**src/rtl/codec_pwr_pkg.sv**
```systemverilog
package codec_pwr_pkg;
  localparam int unsigned ADDR_W = 7;
  localparam int unsigned DATA_W = 16;
  localparam int unsigned PD_W   = 7;
  localparam int unsigned RDY_W  = 4;
  localparam logic [ADDR_W-1:0] PD_IDX = 7'h26;
  localparam int unsigned PD_LSB = 8;
  // control bit positions inside pd[]
  localparam int unsigned B_ADC  = 0;
  localparam int unsigned B_DAC  = 1;
  localparam int unsigned B_MIX  = 2;
  localparam int unsigned B_VREF = 3;
  localparam int unsigned B_LINK = 4;
  localparam int unsigned B_ICLK = 5;
  localparam int unsigned B_LOUT = 6;
endpackage

```
**src/rtl/codec_pwr_reg.sv**
```systemverilog
module codec_pwr_reg
  import codec_pwr_pkg::*;
(
  input  logic              clk_i,
  input  logic              rst_ni,
  input  logic              wr_i,
  input  logic [ADDR_W-1:0] addr_i,
  input  logic [DATA_W-1:0] wdata_i,
  input  logic              warm_i,
  output logic [PD_W-1:0]   pd_o
);
  logic [PD_W-1:0] pd_q, pd_d, w;

  assign w = wdata_i[PD_LSB +: PD_W];

  always_comb begin
    pd_d = pd_q;
    if (warm_i) begin
      pd_d[B_LINK] = 1'b0;
    end else if (wr_i && addr_i == PD_IDX && !pd_q[B_LINK]) begin
      pd_d[B_ADC]  = w[B_ADC];
      pd_d[B_DAC]  = w[B_DAC];
      pd_d[B_MIX]  = w[B_MIX];
      pd_d[B_VREF] = w[B_VREF] & w[B_ADC] & w[B_DAC] & w[B_MIX];
      pd_d[B_LINK] = w[B_LINK] & w[B_ADC] & w[B_DAC] & pd_q[B_ADC] & pd_q[B_DAC];
      pd_d[B_ICLK] = w[B_ICLK];
      pd_d[B_LOUT] = w[B_LOUT];
    end
  end

  always_ff @(posedge clk_i or negedge rst_ni) begin
    if (!rst_ni) pd_q <= '0;
    else         pd_q <= pd_d;
  end

  assign pd_o = pd_q;
endmodule

```
**src/rtl/codec_warm_det.sv**
```systemverilog
module codec_warm_det #(
  parameter int unsigned WARM_CYC = 16
) (
  input  logic clk_i,
  input  logic rst_ni,
  input  logic link_down_i,
  input  logic sync_i,
  output logic warm_o
);
  localparam int unsigned CW = $clog2(WARM_CYC + 1);
  localparam logic [CW-1:0] LAST = CW'(WARM_CYC - 1);

  logic [CW-1:0] cnt_q;

  assign warm_o = link_down_i && sync_i && (cnt_q == LAST);

  always_ff @(posedge clk_i or negedge rst_ni) begin
    if (!rst_ni)                                cnt_q <= '0;
    else if (!link_down_i || !sync_i || warm_o) cnt_q <= '0;
    else                                        cnt_q <= cnt_q + 1'b1;
  end
endmodule

```
**src/rtl/codec_settle_tmr.sv**
```systemverilog
module codec_settle_tmr #(
  parameter int unsigned SETTLE_CYC = 64
) (
  input  logic clk_i,
  input  logic rst_ni,
  input  logic en_i,
  output logic ready_o
);
  localparam int unsigned CW = $clog2(SETTLE_CYC + 1);
  localparam logic [CW-1:0] DONE = CW'(SETTLE_CYC);

  logic [CW-1:0] cnt_q;

  always_ff @(posedge clk_i or negedge rst_ni) begin
    if (!rst_ni)            cnt_q <= '0;
    else if (!en_i)         cnt_q <= '0;
    else if (cnt_q != DONE) cnt_q <= cnt_q + 1'b1;
  end

  // drop at once on power-down, rise only when settled
  assign ready_o = en_i && (cnt_q == DONE);
endmodule

```
**src/rtl/codec_pwr_ctrl.sv**
```systemverilog
module codec_pwr_ctrl
  import codec_pwr_pkg::*;
#(
  parameter int unsigned SETTLE_CYC = 64,
  parameter int unsigned WARM_CYC   = 16
) (
  input  logic              clk_i,
  input  logic              rst_ni,
  input  logic              sync_i,
  input  logic              reg_wr_i,
  input  logic [ADDR_W-1:0] reg_addr_i,
  input  logic [DATA_W-1:0] reg_wdata_i,
  output logic [DATA_W-1:0] reg_rdata_o,
  output logic              adc_en_o,
  output logic              dac_en_o,
  output logic              mix_en_o,
  output logic              vref_en_o,
  output logic              link_en_o,
  output logic              clk_en_o,
  output logic              lnout_en_o
);
  logic [PD_W-1:0]  pd_q;
  logic [RDY_W-1:0] rdy;
  logic [RDY_W-1:0] sec_en;
  logic             warm;

  codec_pwr_reg u_reg (
    .clk_i   (clk_i),
    .rst_ni  (rst_ni),
    .wr_i    (reg_wr_i),
    .addr_i  (reg_addr_i),
    .wdata_i (reg_wdata_i),
    .warm_i  (warm),
    .pd_o    (pd_q)
  );

  codec_warm_det #(.WARM_CYC(WARM_CYC)) u_warm (
    .clk_i       (clk_i),
    .rst_ni      (rst_ni),
    .link_down_i (pd_q[B_LINK]),
    .sync_i      (sync_i),
    .warm_o      (warm)
  );

  assign sec_en[0] = ~(pd_q[B_ADC] | pd_q[B_VREF]);
  assign sec_en[1] = ~(pd_q[B_DAC] | pd_q[B_VREF]);
  assign sec_en[2] = ~(pd_q[B_MIX] | pd_q[B_VREF]);
  assign sec_en[3] = ~pd_q[B_VREF];

  for (genvar i = 0; i < RDY_W; i++) begin : g_settle
    codec_settle_tmr #(.SETTLE_CYC(SETTLE_CYC)) u_tmr (
      .clk_i   (clk_i),
      .rst_ni  (rst_ni),
      .en_i    (sec_en[i]),
      .ready_o (rdy[i])
    );
  end

  assign adc_en_o   = sec_en[0];
  assign dac_en_o   = sec_en[1];
  assign mix_en_o   = sec_en[2];
  assign vref_en_o  = sec_en[3];
  assign link_en_o  = ~pd_q[B_LINK];
  assign clk_en_o   = ~pd_q[B_ICLK];
  assign lnout_en_o = ~pd_q[B_LOUT];

  always_comb begin
    reg_rdata_o = '0;
    if (reg_addr_i == PD_IDX) begin
      reg_rdata_o[PD_LSB +: PD_W] = pd_q;
      reg_rdata_o[RDY_W-1:0]      = rdy;
    end
  end
endmodule

```
**config.mk**
```make
export PLATFORM = sky130hd
export DESIGN_NAME = codec_pwr_ctrl
export DESIGN_NICKNAME = d
export VERILOG_FILES = /design/src/rtl/codec_pwr_pkg.sv /design/src/rtl/codec_pwr_reg.sv /design/src/rtl/codec_warm_det.sv /design/src/rtl/codec_settle_tmr.sv /design/src/rtl/codec_pwr_ctrl.sv
export SDC_FILE = /design/constraint.sdc
export NUM_CORES = 1
export LEC_CHECK = 0
export BUFFER_PORTS_ARGS = -buffer_cell sky130_fd_sc_hd__buf_2
export CORE_ASPECT_RATIO = 0.6
export CORE_UTILIZATION = 53
export DETAILED_ROUTE_END_ITERATION = 7
export GPL_ROUTABILITY_DRIVEN = 0
export PLACE_DENSITY = 0.87
export SYNTH_ARGS = -nofsm -noshare
export SYNTH_HDL_FRONTEND = slang
export SYNTH_SLANG_ARGS = --single-unit
export TNS_END_PERCENT = 5
```
**constraint.sdc**
```tcl
create_clock -name clk_i -period 2.05 [get_ports clk_i]
set_clock_uncertainty 0.2 [all_clocks]
set_input_delay 0.1025 -clock clk_i [delete_from_list [all_inputs] [get_ports clk_i]]
set_output_delay 0.1025 -clock clk_i [all_outputs]
set_load 0.01 [all_outputs]
```
==> results of run 1 <==
==> cell usage in the layout, fill, tap and decap left out, types with 4 or more instances in the layout <==
cell            n
nor3_1          7
clkbuf_8        5
a21oi_1        18
nand2_1        10
nor2b_1         5
o21ai_0        14
and3_1          4
dlygate4sd3_1   8
conb_1          5
inv_2           6
dfrtp_1        39
nand2b_1        4
buf_4          15
nor2_1         17
or3_1           9
buf_2          35
ha_1            7
xor2_1          9
inv_1          12
mux2_2          5
nand3_1        15
==> power breakdown <==
part / switching (uW) / internal [uW] / leakage [uW]
clock: 290 / 237 / 0.0000479
combinational: 38.4 / 33.4 / 0.000674
sequential: 4.67 / 793 / 0.000544
total: 333 / 1060 / 0.00127
==> sequential cells by signal, indices dropped and copies added (netlist names) <==
| signal | cells |
|---|---|
| g_settle.u_tmr.cnt_q | 28 |
| u_reg.pd_o | 7 |
| u_warm.cnt_q | 5 |
==> metal layers <==
metal  up-vias  part of all wire, %  track usage [%]
met5         -                    0                0
met4         0                  1.2            8.333
met2        32                   49            42.90
met1       883                   46            30.63
li1        892                    -                -
met3         8                  3.4            5.008
==> worst min-delay path by stage <==
| stage | end | slack [ns] | start | cells past startpoint |
|---|---|---|---|---|
| detailed placement | g_settle[0].u_tmr.cnt_q[4]$_DFFE_PN0P_ | -0.10 | rst_ni | 1 |
| finish | u_warm.cnt_q[4]$_DFF_PN0_ | 0.09 | rst_ni | 2 |
| global placement | g_settle[0].u_tmr.cnt_q[6]$_DFFE_PN0P_ | -0.12 | rst_ni | 1 |
| floorplan | g_settle[0].u_tmr.cnt_q[0]$_DFFE_PN0P_ | -0.39 | rst_ni | 0 |
| global route | u_reg.pd_o[4]$_DFFE_PN0P_ | 0.1 | reg_wdata_i[12] | 3 |
| CTS | u_reg.pd_o[4]$_DFFE_PN0P_ | 0.05 | reg_wdata_i[12] | 3 |
==> per-stage QoR <==
step	cell area, sq um	std cells	setup TNS, ns
floorplan	2143	227	0
global placement	2359	305	0
detailed placement	2359	305	0
CTS	2581	326	-0.2279
global route	2694	331	-0.05819
finish	2694	331	0
==> timing repair <==
action,in CTS,in global routing
cloned,0,0
pin swaps,3,5
hold buffers,8,0
hold endpoints to repair,51,0
endpoints found under the setup margin,3,4
buffers inserted,5,5
gates resized for setup,4,18
==> cell type report <==
class | instances | area, sq um | share of cell area [%]
Clock buffer | 5 | 68.82 | 2.555
Clock inverter | 3 | 18.77 | 0.6967
Inverter | 18 | 67.56 | 2.508
Multi-Input combinational cell | 160 | 1110 | 41.20
Sequential cell | 40 | 1002 | 37.20
Tap cell | 47 | 58.81 | 2.183
Timing Repair Buffer | 58 | 367.9 | 13.66
==> kinds of logic (layout without fill, tap and decap cells) <==
group           Yosys count  after routing  synth area share (%)
simple gates             91             91                 23.99
mux                       6              6                 3.116
flops                    40             40                 47.03
other cells               1              5                0.1762
fa+ha+maj                10             10                 5.879
xor+xnor                 12             12                 4.939
buf+inv                  27             84                 5.820
compound gates           36             36                 9.054
==> worst reg2reg max path: stages, from the launching register on <==
cell and delay [ns]:
dfrtp_1 0.39, inv_2 0.09, ha_4 0.13, or4b_4 0.48
buf_4 0.16, o21ai_0 0.13, a21oi_1 0.09
==> metrics.md, run 1 <==
| Metric | Value |
|---|---|
| I/O pins | `50` |
| Synth Instances | `223` |
| Vias in the first global route | `1676` |
| Worst Setup End Kind | `output pin` |
| CP cell instances | `inv_2, ha_4, or4b_4, nor4_4, buf_2` |
| CP required | `1.75 ns` |
| Die Ht | `51.09 um` |
| Max incr delay on CP | `0.49 ns` |
| Failing checks | `design-rule violations` |
| Cell Rows | `17` |
| Reg-to-Reg End | `g_settle[1].u_tmr.cnt_q[1]$_DFFE_PN0P_` |
| Post-synth top flop | `dfrtp_1` |
| WP depth | `5` |
| CP Capture Point | `reg_rdata_o[0]` |
| CTS H-tree lvls | `2` |
| Synthesized area | `0.002128 sq mm` |
| Hold WS | `0.09415 ns` |
| Crit Path Class | `reg2out` |
| Final Core Density | `71.55%` |
| CTS Buffer Depth | `2` |
| Ant. Diodes | `0` |
| Synth top area share | `47.03%` |
| CP delay by family, top | `simple AND/OR/NAND/NOR gates` |
| DR iter-0 viols | `161` |
| Slew Viols, Final | `0` |
| Via/cell ratio | `5.483` |
| Pre-antenna DRT Iters | `6` |
| Actual slew at the worst max-slew pin | `0.6423 ns` |
| Clk pin slew, worst setup/hold paths | `0.08 ns` |
| Placed wire-length estimate | `3.370 mm` |
| Share of post-route cells with drive strength above 1 | `30.28%` |
| Synth unique cells | `33` |
| Crit start category | `register` |
| Tcrit/Tclk final | `99.09%` |
| Avg Cell Area, Syn | `9.544 sq um` |
| Layout overhead on the synthesized area | `26.57%` |
| Post-synth EDFFs | `0` |
| Clock root buffer | `clkbuf_8` |
| CTS tree | `done` |
| Slowest cell on crit path | `or4b_4` |
| Setup crit start | `g_settle[0].u_tmr.cnt_q[0]$_DFFE_PN0P_` |
| Final hold violation count | `0` |
| Peak Freq | `492.3 MHz` |
| Core Box Area | `0.003765 sq mm` |
| Clk_lat worst skew | `0.30 ns` |
| Post-Route WL | `4.906 mm` |
| # setup viols final | `0` |
| Total die area | `0.004281 sq mm` |
| Overall Power | `1397 uW` |
| Top-count cell post-synth | `dfrtp_1` |
| Seq/Total Area, Yosys | `47.03%` |
| Commonest cells post-synth | `40 x dfrtp_1, 18 x a21oi_1, 18 x inv_1` |
| Standby leakage power | `0.001267 uW` |
| Yosys reg bits | `40` |
| Worst Hold Class | `in2async` |
| Cts bufs inserted | `5` |
| Final nets | `320` |
| Setup slack, reg-to-reg | `0.26 ns` |
| DR vias | `1815` |
| DP Worst Slack | `0.1209 ns` |
| Worst EP arrival | `1.73 ns` |
| RSZ-0062 raised after global routing | `yes` |
| Worst Path Buf+Inv | `2` |
| Top area cells in the synthesized netlist | `dfrtp_1 47%, ha_1 5.9%, a21oi_1 4.2%` |
| Sink Count | `40` |
| Antenna Nets Post-Route | `0` |
| Final-layout fill cell count | `305` |
| Max-cap viol count | `0` |
| Yosys warns | `0` |
| Peak supply drop | `297.9 uV` |
| First-pass GRT wire length | `7.921 mm` |
| Slew Limit Headroom | `56.58%` |
| Total GRT Usage | `24.39%` |
| Grt total ovfl | `0` |
| Final worst-path setup slack | `0.01859 ns` |
| Worst flop-to-flop path startpoint | `g_settle[1].u_tmr.cnt_q[0]$_DFFE_PN0P_` |
| Die Wd | `83.81 um` |
| Initial antenna violation count | `0` |
| Async set or reset register ratio after synthesis | `100.0%` |
| # DRC | `6` |
| IO Port Bufs | `35` |
| Pin count of the biggest net entering global routing | `23` |
| Starting density of the core | `56.53%` |
| Power density over the cells | `518.6 mW/mm^2` |
| R2R depth | `6` |
| DR WL/cell | `14.82 um` |
| Synth area leader | `dfrtp_1` |
| Max FO, Critical Path | `3` |
| Crit path time final | `2.031 ns` |
| Status | `finished with violations` |
No activity file was read; power rests on OpenSTA's default activity.
==> run 2, diff against run 1 <==
--- a/config.mk
+++ b/config.mk
@@ -10,7 +10,7 @@
 export CORE_UTILIZATION = 53
 export DETAILED_ROUTE_END_ITERATION = 7
 export GPL_ROUTABILITY_DRIVEN = 0
-export PLACE_DENSITY = 0.87
+export PLACE_DENSITY_LB_ADDON = 0.2
 export SYNTH_ARGS = -nofsm -noshare
 export SYNTH_HDL_FRONTEND = slang
 export SYNTH_SLANG_ARGS = --single-unit
==> metrics.md, run 2 (synthesis results as in run 1) <==
| Metric | Value |
|---|---|
| DR vias | `1770 (-2.5%)` |
| Slew Viols, Final | `0 (unchanged)` |
| Status | `finished with violations` |
| Highest-count cells in the layout ignoring fill and taps | `40 x dfrtp_1, 35 x buf_2, 18 x a21oi_1` |
| Register name with the most flops | `g_settle.u_tmr.cnt_q` |
| Total die area | `0.004281 sq mm (unchanged)` |
| Multi-input gate area | `0.001094 sq mm (-1.5%)` |
| Max-cap viol count | `0 (unchanged)` |
| Peak supply drop | `412.4 uV (+38%)` |
| Failing checks | `design-rule violations` |
| Pre-antenna DRT Iters | `6 (unchanged)` |
| Worst Setup End Kind | `output pin` |
| Ant. Diodes | `0 (unchanged)` |
| Hold WS | `0.06209 ns (-0.03206 ns)` |
| CTS Buffer Depth | `2 (unchanged)` |
| Peak Freq | `494.5 MHz (+0.44%)` |
| Max FO, Critical Path | `3 (unchanged)` |
| First-pass GRT wire length | `7.596 mm (-4.1%)` |
| CP cell instances | `inv_1, ha_1, or4b_4, nor4_4, buf_2` |
| Met3 usage | `5.493% (+0.48 points)` |
| Worst Path Buf+Inv | `2 (unchanged)` |
| CTS H-tree lvls | `2 (unchanged)` |
| Starting density of the core | `56.53% (unchanged)` |
| Grt met2 use | `35.93% (-7.0 points)` |
| Worst EP arrival | `1.72 ns (about the same)` |
| DR WL/cell | `14.16 um (-4.5%)` |
| Antenna Nets Post-Route | `0 (unchanged)` |
| Cell Rows | `17 (unchanged)` |
| Busiest grt layer | `met2` |
| Vias in the first global route | `1639 (-2.2%)` |
| Final-layout fill cell count | `289 (-5.2%)` |
| Crit Path Class | `reg2out` |
| Share of post-route cells with drive strength above 1 | `26.88% (-3.4 points)` |
| # DRC | `6 (unchanged)` |
| Slowest cell on crit path | `or4b_4` |
| Tcrit/Tclk final | `98.66% (-0.44 points)` |
| Clock root buffer | `clkbuf_8` |
| Power density over the cells | `537.7 mW/mm^2 (+3.7%)` |
| Cts bufs inserted | `5 (unchanged)` |
| Final hold violation count | `0 (unchanged)` |
| Sequential cell area | `0.001001 sq mm (-0.12%)` |
| Setup slack, reg-to-reg | `0.28 ns (+0.02 ns)` |
| Die Ht | `51.09 um (unchanged)` |
| RSZ-0062 raised after global routing | `yes` |
| Commonest non-fill, non-tap cell in the layout | `dfrtp_1` |
| Final Core Density | `70.56% (-1.0 points)` |
| Die Wd | `83.81 um (unchanged)` |
| Final nets | `315 (-1.6%)` |
| Sink Count | `40 (unchanged)` |
| CTS tree | `done` |
| Met1 usage | `33.19% (+2.6 points)` |
| Max reg flops | `28 (unchanged)` |
| CP delay by family, top | `simple AND/OR/NAND/NOR gates` |
| Worst Hold Class | `in2reg` |
| Clk_lat worst skew | `0.30 ns (about the same)` |
| Standby leakage power | `0.001247 uW (-1.5%)` |
| DR iter-0 viols | `77 (-52%)` |
| Max incr delay on CP | `0.50 ns (about the same)` |
| Grt total ovfl | `0 (unchanged)` |
| Crit start category | `register` |
| Clk pin slew, worst setup/hold paths | `0.07 ns (about the same)` |
| Pin count of the biggest net entering global routing | `22 (-4.3%)` |
| Via/cell ratio | `5.429 (-0.98%)` |
| Placed wire-length estimate | `3.254 mm (-3.4%)` |
| Post-Route WL | `4.616 mm (-5.9%)` |
| Initial antenna violation count | `0 (unchanged)` |
| Core Box Area | `0.003765 sq mm (unchanged)` |
| Crit path time final | `2.022 ns (-0.008984 ns)` |
| Actual slew at the worst max-slew pin | `0.6312 ns (-0.01108 ns)` |
| Total GRT Usage | `23.46% (-0.93 points)` |
| # setup viols final | `0 (unchanged)` |
| IO Port Bufs | `35 (unchanged)` |
| I/O pins | `50 (unchanged)` |
| Overall Power | `1428 uW (+2.2%)` |
| CP required | `1.75 ns (about the same)` |
| Layout overhead on the synthesized area | `24.81%` |
| Slew Limit Headroom | `57.82% (+1.2 points)` |
[run 2: changes by cell type in the layout (fill, tap and decap cells not counted), sizes merged]
cell    delta
clkbuf     +1
buf        -5
clkinv     -1
[run 2: worst paths after layout]
check,startpoint,endpoint,cells past startpoint
max,g_settle[0].u_tmr.cnt_q[0]$_DFFE_PN0P_,reg_rdata_o[0],5
min,reg_wdata_i[12],u_reg.pd_o[4]$_DFFE_PN0P_,3
max reg2reg,g_settle[3].u_tmr.cnt_q[0]$_DFFE_PN0P_,g_settle[3].u_tmr.cnt_q[1]$_DFFE_PN0P_,6
min reg2reg,u_warm.cnt_q[0]$_DFF_PN0_,u_warm.cnt_q[0]$_DFF_PN0_,1
max in group asynchronous,rst_ni,g_settle[3].u_tmr.cnt_q[1]$_DFFE_PN0P_,3
min in group asynchronous,rst_ni,u_warm.cnt_q[4]$_DFF_PN0_,2
[run 2: final cells by class]
class	count	share of cell area [%]
Tap cell	47	2.214
Inverter	18	2.544
Timing Repair Buffer	53	12.91
Multi-Input combinational cell	160	41.17
Clock inverter	2	0.3768
Clock buffer	6	3.109
Sequential cell	40	37.68
[run 2: worst min-delay path, delay by kind of cell]
kind,cells,cell delay [ns]
compound gates,1,0.15
buf+inv,1,0.07
simple gates,1,0.20
[run 2: repair_timing]
action / CTS / global route
endpoints found under the hold margin: 48 / 0
setup endpoints to repair: 3 / 4
setup buffers: 4 / 1
resized for setup: 6 / 9
hold buffers: 8 / 0
pin swaps: 1 / 2
[run 2: through the flow]
stage	TNS, ns	setup WS, ns	cell area, sq um	instances
3_3_place_gp	0	0.1307	2371	305
4_1_cts	0	0.001756	2597	325
6_report	0	0.02757	2656	326
3_5_place_dp	0	0.1046	2371	305
5_1_grt	-0.08635	-0.04478	2656	326
2_1_floorplan	0	0.1595	2143	227
[run 2: power breakdown]
part           total (uW)  switching [uW]  internal [uW]
Sequential            797            3.66            793
Combinational        73.7            39.0           34.7
Clock                 558             289            269
Total                1430             331           1100
[run 2: per-layer routing]
metal / routed length (um) / share of wire [%]
met5: 0 / 0
met4: 65 / 1.4
met3: 181 / 3.9
met2: 2041 / 44
met1: 2328 / 50
==> run 3, diff against run 2 <==
--- a/config.mk
+++ b/config.mk
@@ -10,7 +10,8 @@
 export CORE_UTILIZATION = 53
 export DETAILED_ROUTE_END_ITERATION = 7
 export GPL_ROUTABILITY_DRIVEN = 0
-export PLACE_DENSITY_LB_ADDON = 0.2
+export PLACE_DENSITY_LB_ADDON = 0.3
+export RECOVER_POWER = 100
 export SYNTH_ARGS = -nofsm -noshare
 export SYNTH_HDL_FRONTEND = slang
 export SYNTH_SLANG_ARGS = --single-unit
==> metrics.md, run 3 (synthesis results as in run 1) <==
| Metric | Value |
|---|---|
| Register name with the most flops | `g_settle.u_tmr.cnt_q` |
| DR WL/cell | `14.16 um (about the same)` |
| # setup viols final | `0 (unchanged)` |
| Grt total ovfl | `0 (unchanged)` |
| Core Box Area | `0.003765 sq mm (unchanged)` |
| Total die area | `0.004281 sq mm (unchanged)` |
| Failing checks | `design-rule violations` |
| DP Area | `0.002351 sq mm (-0.84%)` |
| Final Core Density | `69.49% (-1.1 points)` |
| Max-cap viol count | `0 (unchanged)` |
| Slowest cell on crit path | `or4b_4` |
| Share of post-route cells with drive strength above 1 | `21.07% (-5.8 points)` |
| Slew Viols, Final | `0 (unchanged)` |
| IO Port Bufs | `35 (unchanged)` |
| I/O pins | `50 (unchanged)` |
| Int Power | `1056 uW (-3.8%)` |
| Antenna Nets Post-Route | `0 (unchanged)` |
| Power density over the cells | `527.1 mW/mm^2 (-2.0%)` |
| Initial antenna violation count | `0 (unchanged)` |
| CTS H-tree lvls | `2 (unchanged)` |
| Sink Count | `40 (unchanged)` |
| DR vias | `1780 (+0.56%)` |
| Clock group share of total power | `37.2% (-1.8 points)` |
| WL met3 | `222 um (+23%)` |
| First-pass GRT wire length | `7.997 mm (+5.3%)` |
| CTS Buffer Depth | `2 (unchanged)` |
| Cts bufs inserted | `5 (unchanged)` |
| Highest-count cells in the layout ignoring fill and taps | `39 x dfrtp_1, 22 x buf_2, 18 x a21oi_1` |
| Vias in the first global route | `1685 (+2.8%)` |
| Commonest non-fill, non-tap cell in the layout | `dfrtp_1` |
| Uppermost layer routed | `met4` |
| Die Wd | `83.81 um (unchanged)` |
| Standby leakage power | `0.001179 uW (-5.4%)` |
| Max FO, Critical Path | `2 (-1)` |
| Crit start category | `register` |
| CP cell instances | `inv_1, ha_4, or4b_4, nor4_4, buf_2` |
| Register share of total power | `57.8% (+2.0 points)` |
| Sw Pwr | `323.4 uW (-2.4%)` |
| Starting density of the core | `56.53% (unchanged)` |
| Met1 WL | `2.298 mm (-1.3%)` |
| Worst Setup End Kind | `output pin` |
| Setup TNS | `0 ns (unchanged)` |
| Final nets | `317 (+0.63%)` |
| Cell Rows | `17 (unchanged)` |
| # DRC | `6 (unchanged)` |
| Non-filler cells, final | `327 (+0.31%)` |
| Worst EP arrival | `1.73 ns (about the same)` |
| Clk pin slew, worst setup/hold paths | `0.08 ns (about the same)` |
| Crit Path Class | `reg2out` |
| Met2 WL | `2.043 mm (about the same)` |
| Actual slew at the worst max-slew pin | `1.002 ns (+0.3708 ns)` |
| Pin count of the biggest net entering global routing | `41 (+86%)` |
| Final hold violation count | `0 (unchanged)` |
| Peak Freq | `492.3 MHz (-0.43%)` |
| Peak supply drop | `433.5 uV (+5.1%)` |
| Tcrit/Tclk final | `99.08% (+0.43 points)` |
| Total GRT Usage | `24.24% (+0.78 points)` |
| Placed Cells | `304 (-0.33%)` |
| Status | `finished with violations` |
| RSZ-0062 raised after global routing | `yes` |
| Setup slack, reg-to-reg | `0.22 ns (-0.06 ns)` |
| CP required | `1.75 ns (about the same)` |
| Pre-antenna DRT Iters | `7 (+1)` |
| Slew Limit Headroom | `33.20% (-25 points)` |
| Crit path time final | `2.031 ns (+0.008771 ns)` |
| Placed wire-length estimate | `3.130 mm (-3.8%)` |
| Max reg flops | `28 (unchanged)` |
| Post-Route WL | `4.631 mm (+0.32%)` |
| Fin area | `0.002616 sq mm (-1.5%)` |
| Clk_lat worst skew | `0.29 ns (about the same)` |
| Worst Hold Class | `in2reg` |
| CTS tree | `done` |
| Layout overhead on the synthesized area | `22.93%` |
| Comb pwr share | `5.0% (-0.2 points)` |
| Final-layout fill cell count | `310 (+7.3%)` |
| Max incr delay on CP | `0.48 ns (-0.02 ns)` |
| Ant. Diodes | `0 (unchanged)` |
| Clock root buffer | `clkbuf_8` |
| DR iter-0 viols | `113 (+47%)` |
| Die Ht | `51.09 um (unchanged)` |
| Switching portion of total power | `23.45% (+0.25 points)` |
| Via/cell ratio | `5.443 (+0.26%)` |
## run 3: cell types whose count changed in the layout (fill, tap and decap cells not counted), sizes merged
cell         before  now
dlygate4sd3       8    9
clkinvlp          0    1
clkinv            2    1
buf              45   28
clkbuf            6   23
## run 3: worst max-delay path: cells and delay by family (launching register included)
family / cells / cell delay (ns)
and+or+nand+nor: 2 / 0.62
DFF: 1 / 0.39
buffers and inverters: 2 / 0.29
adders and majority gates: 1 / 0.14
## run 3: power groups by stage
stage,Sequential (uW),Clock [uW],Combinational [uW]
2_1_floorplan,812,0,25.6
3_3_place_gp,813,0,56.8
3_5_place_dp,813,0,57.1
4_1_cts,797,524,70.2
5_1_grt,798,549,77.4
6_report,797,513,69.0
## run 3: worst paths after layout
path | startpoint | endpoint | cells past startpoint
min | reg_wdata_i[12] | u_reg.pd_o[4]$_DFFE_PN0P_ | 3
max | g_settle[3].u_tmr.cnt_q[0]$_DFFE_PN0P_ | reg_rdata_o[3] | 5
max in group asynchronous | rst_ni | u_reg.pd_o[3]$_DFFE_PN0P_ | 3
min in group asynchronous | rst_ni | g_settle[0].u_tmr.cnt_q[6]$_DFFE_PN0P_ | 3
max reg2reg | g_settle[3].u_tmr.cnt_q[0]$_DFFE_PN0P_ | g_settle[3].u_tmr.cnt_q[1]$_DFFE_PN0P_ | 6
min reg2reg | u_warm.cnt_q[0]$_DFF_PN0_ | u_warm.cnt_q[0]$_DFF_PN0_ | 1
## run 3: area by class of cell
type	count	area [sq um]	share of cell area [%]
Clock buffer	5	68.82	2.630
Clock inverter	2	12.51	0.4782
Inverter	18	67.56	2.582
Multi-Input combinational cell	160	1085	41.46
Sequential cell	40	1002	38.31
Tap cell	47	58.81	2.248
Timing Repair Buffer	55	321.6	12.29
## run 3: repair_timing
item                       4_1_cts  5_1_grt
hold endpoints to repair        49        0
pin swaps                        1        1
cloned                           0        0
gates resized for setup          7        8
setup endpoints to repair        3        4
hold buffers                     9        0
setup buffers                    4        3
## run 3: stage by stage
stage | hold WS [ns] | setup WS (ns) | total power, uW
global placement | -0.005991 | 0.1384 | 869.6
finish | 0.06553 | 0.01880 | 1379
detailed placement | -0.007220 | 0.1145 | 870.1
CTS | 0.05811 | -0.03120 | 1392
global route | 0.06146 | -0.05089 | 1425
floorplan | -0.3931 | 0.1595 | 838.0
## run 3: routing by layer
layer / vias up / global-route usage (%)
met5: - / 0
met4: 0 / 8.333
met3: 7 / 6.300
met2: 47 / 37.84
met1: 848 / 33.16
li1: 878 / -
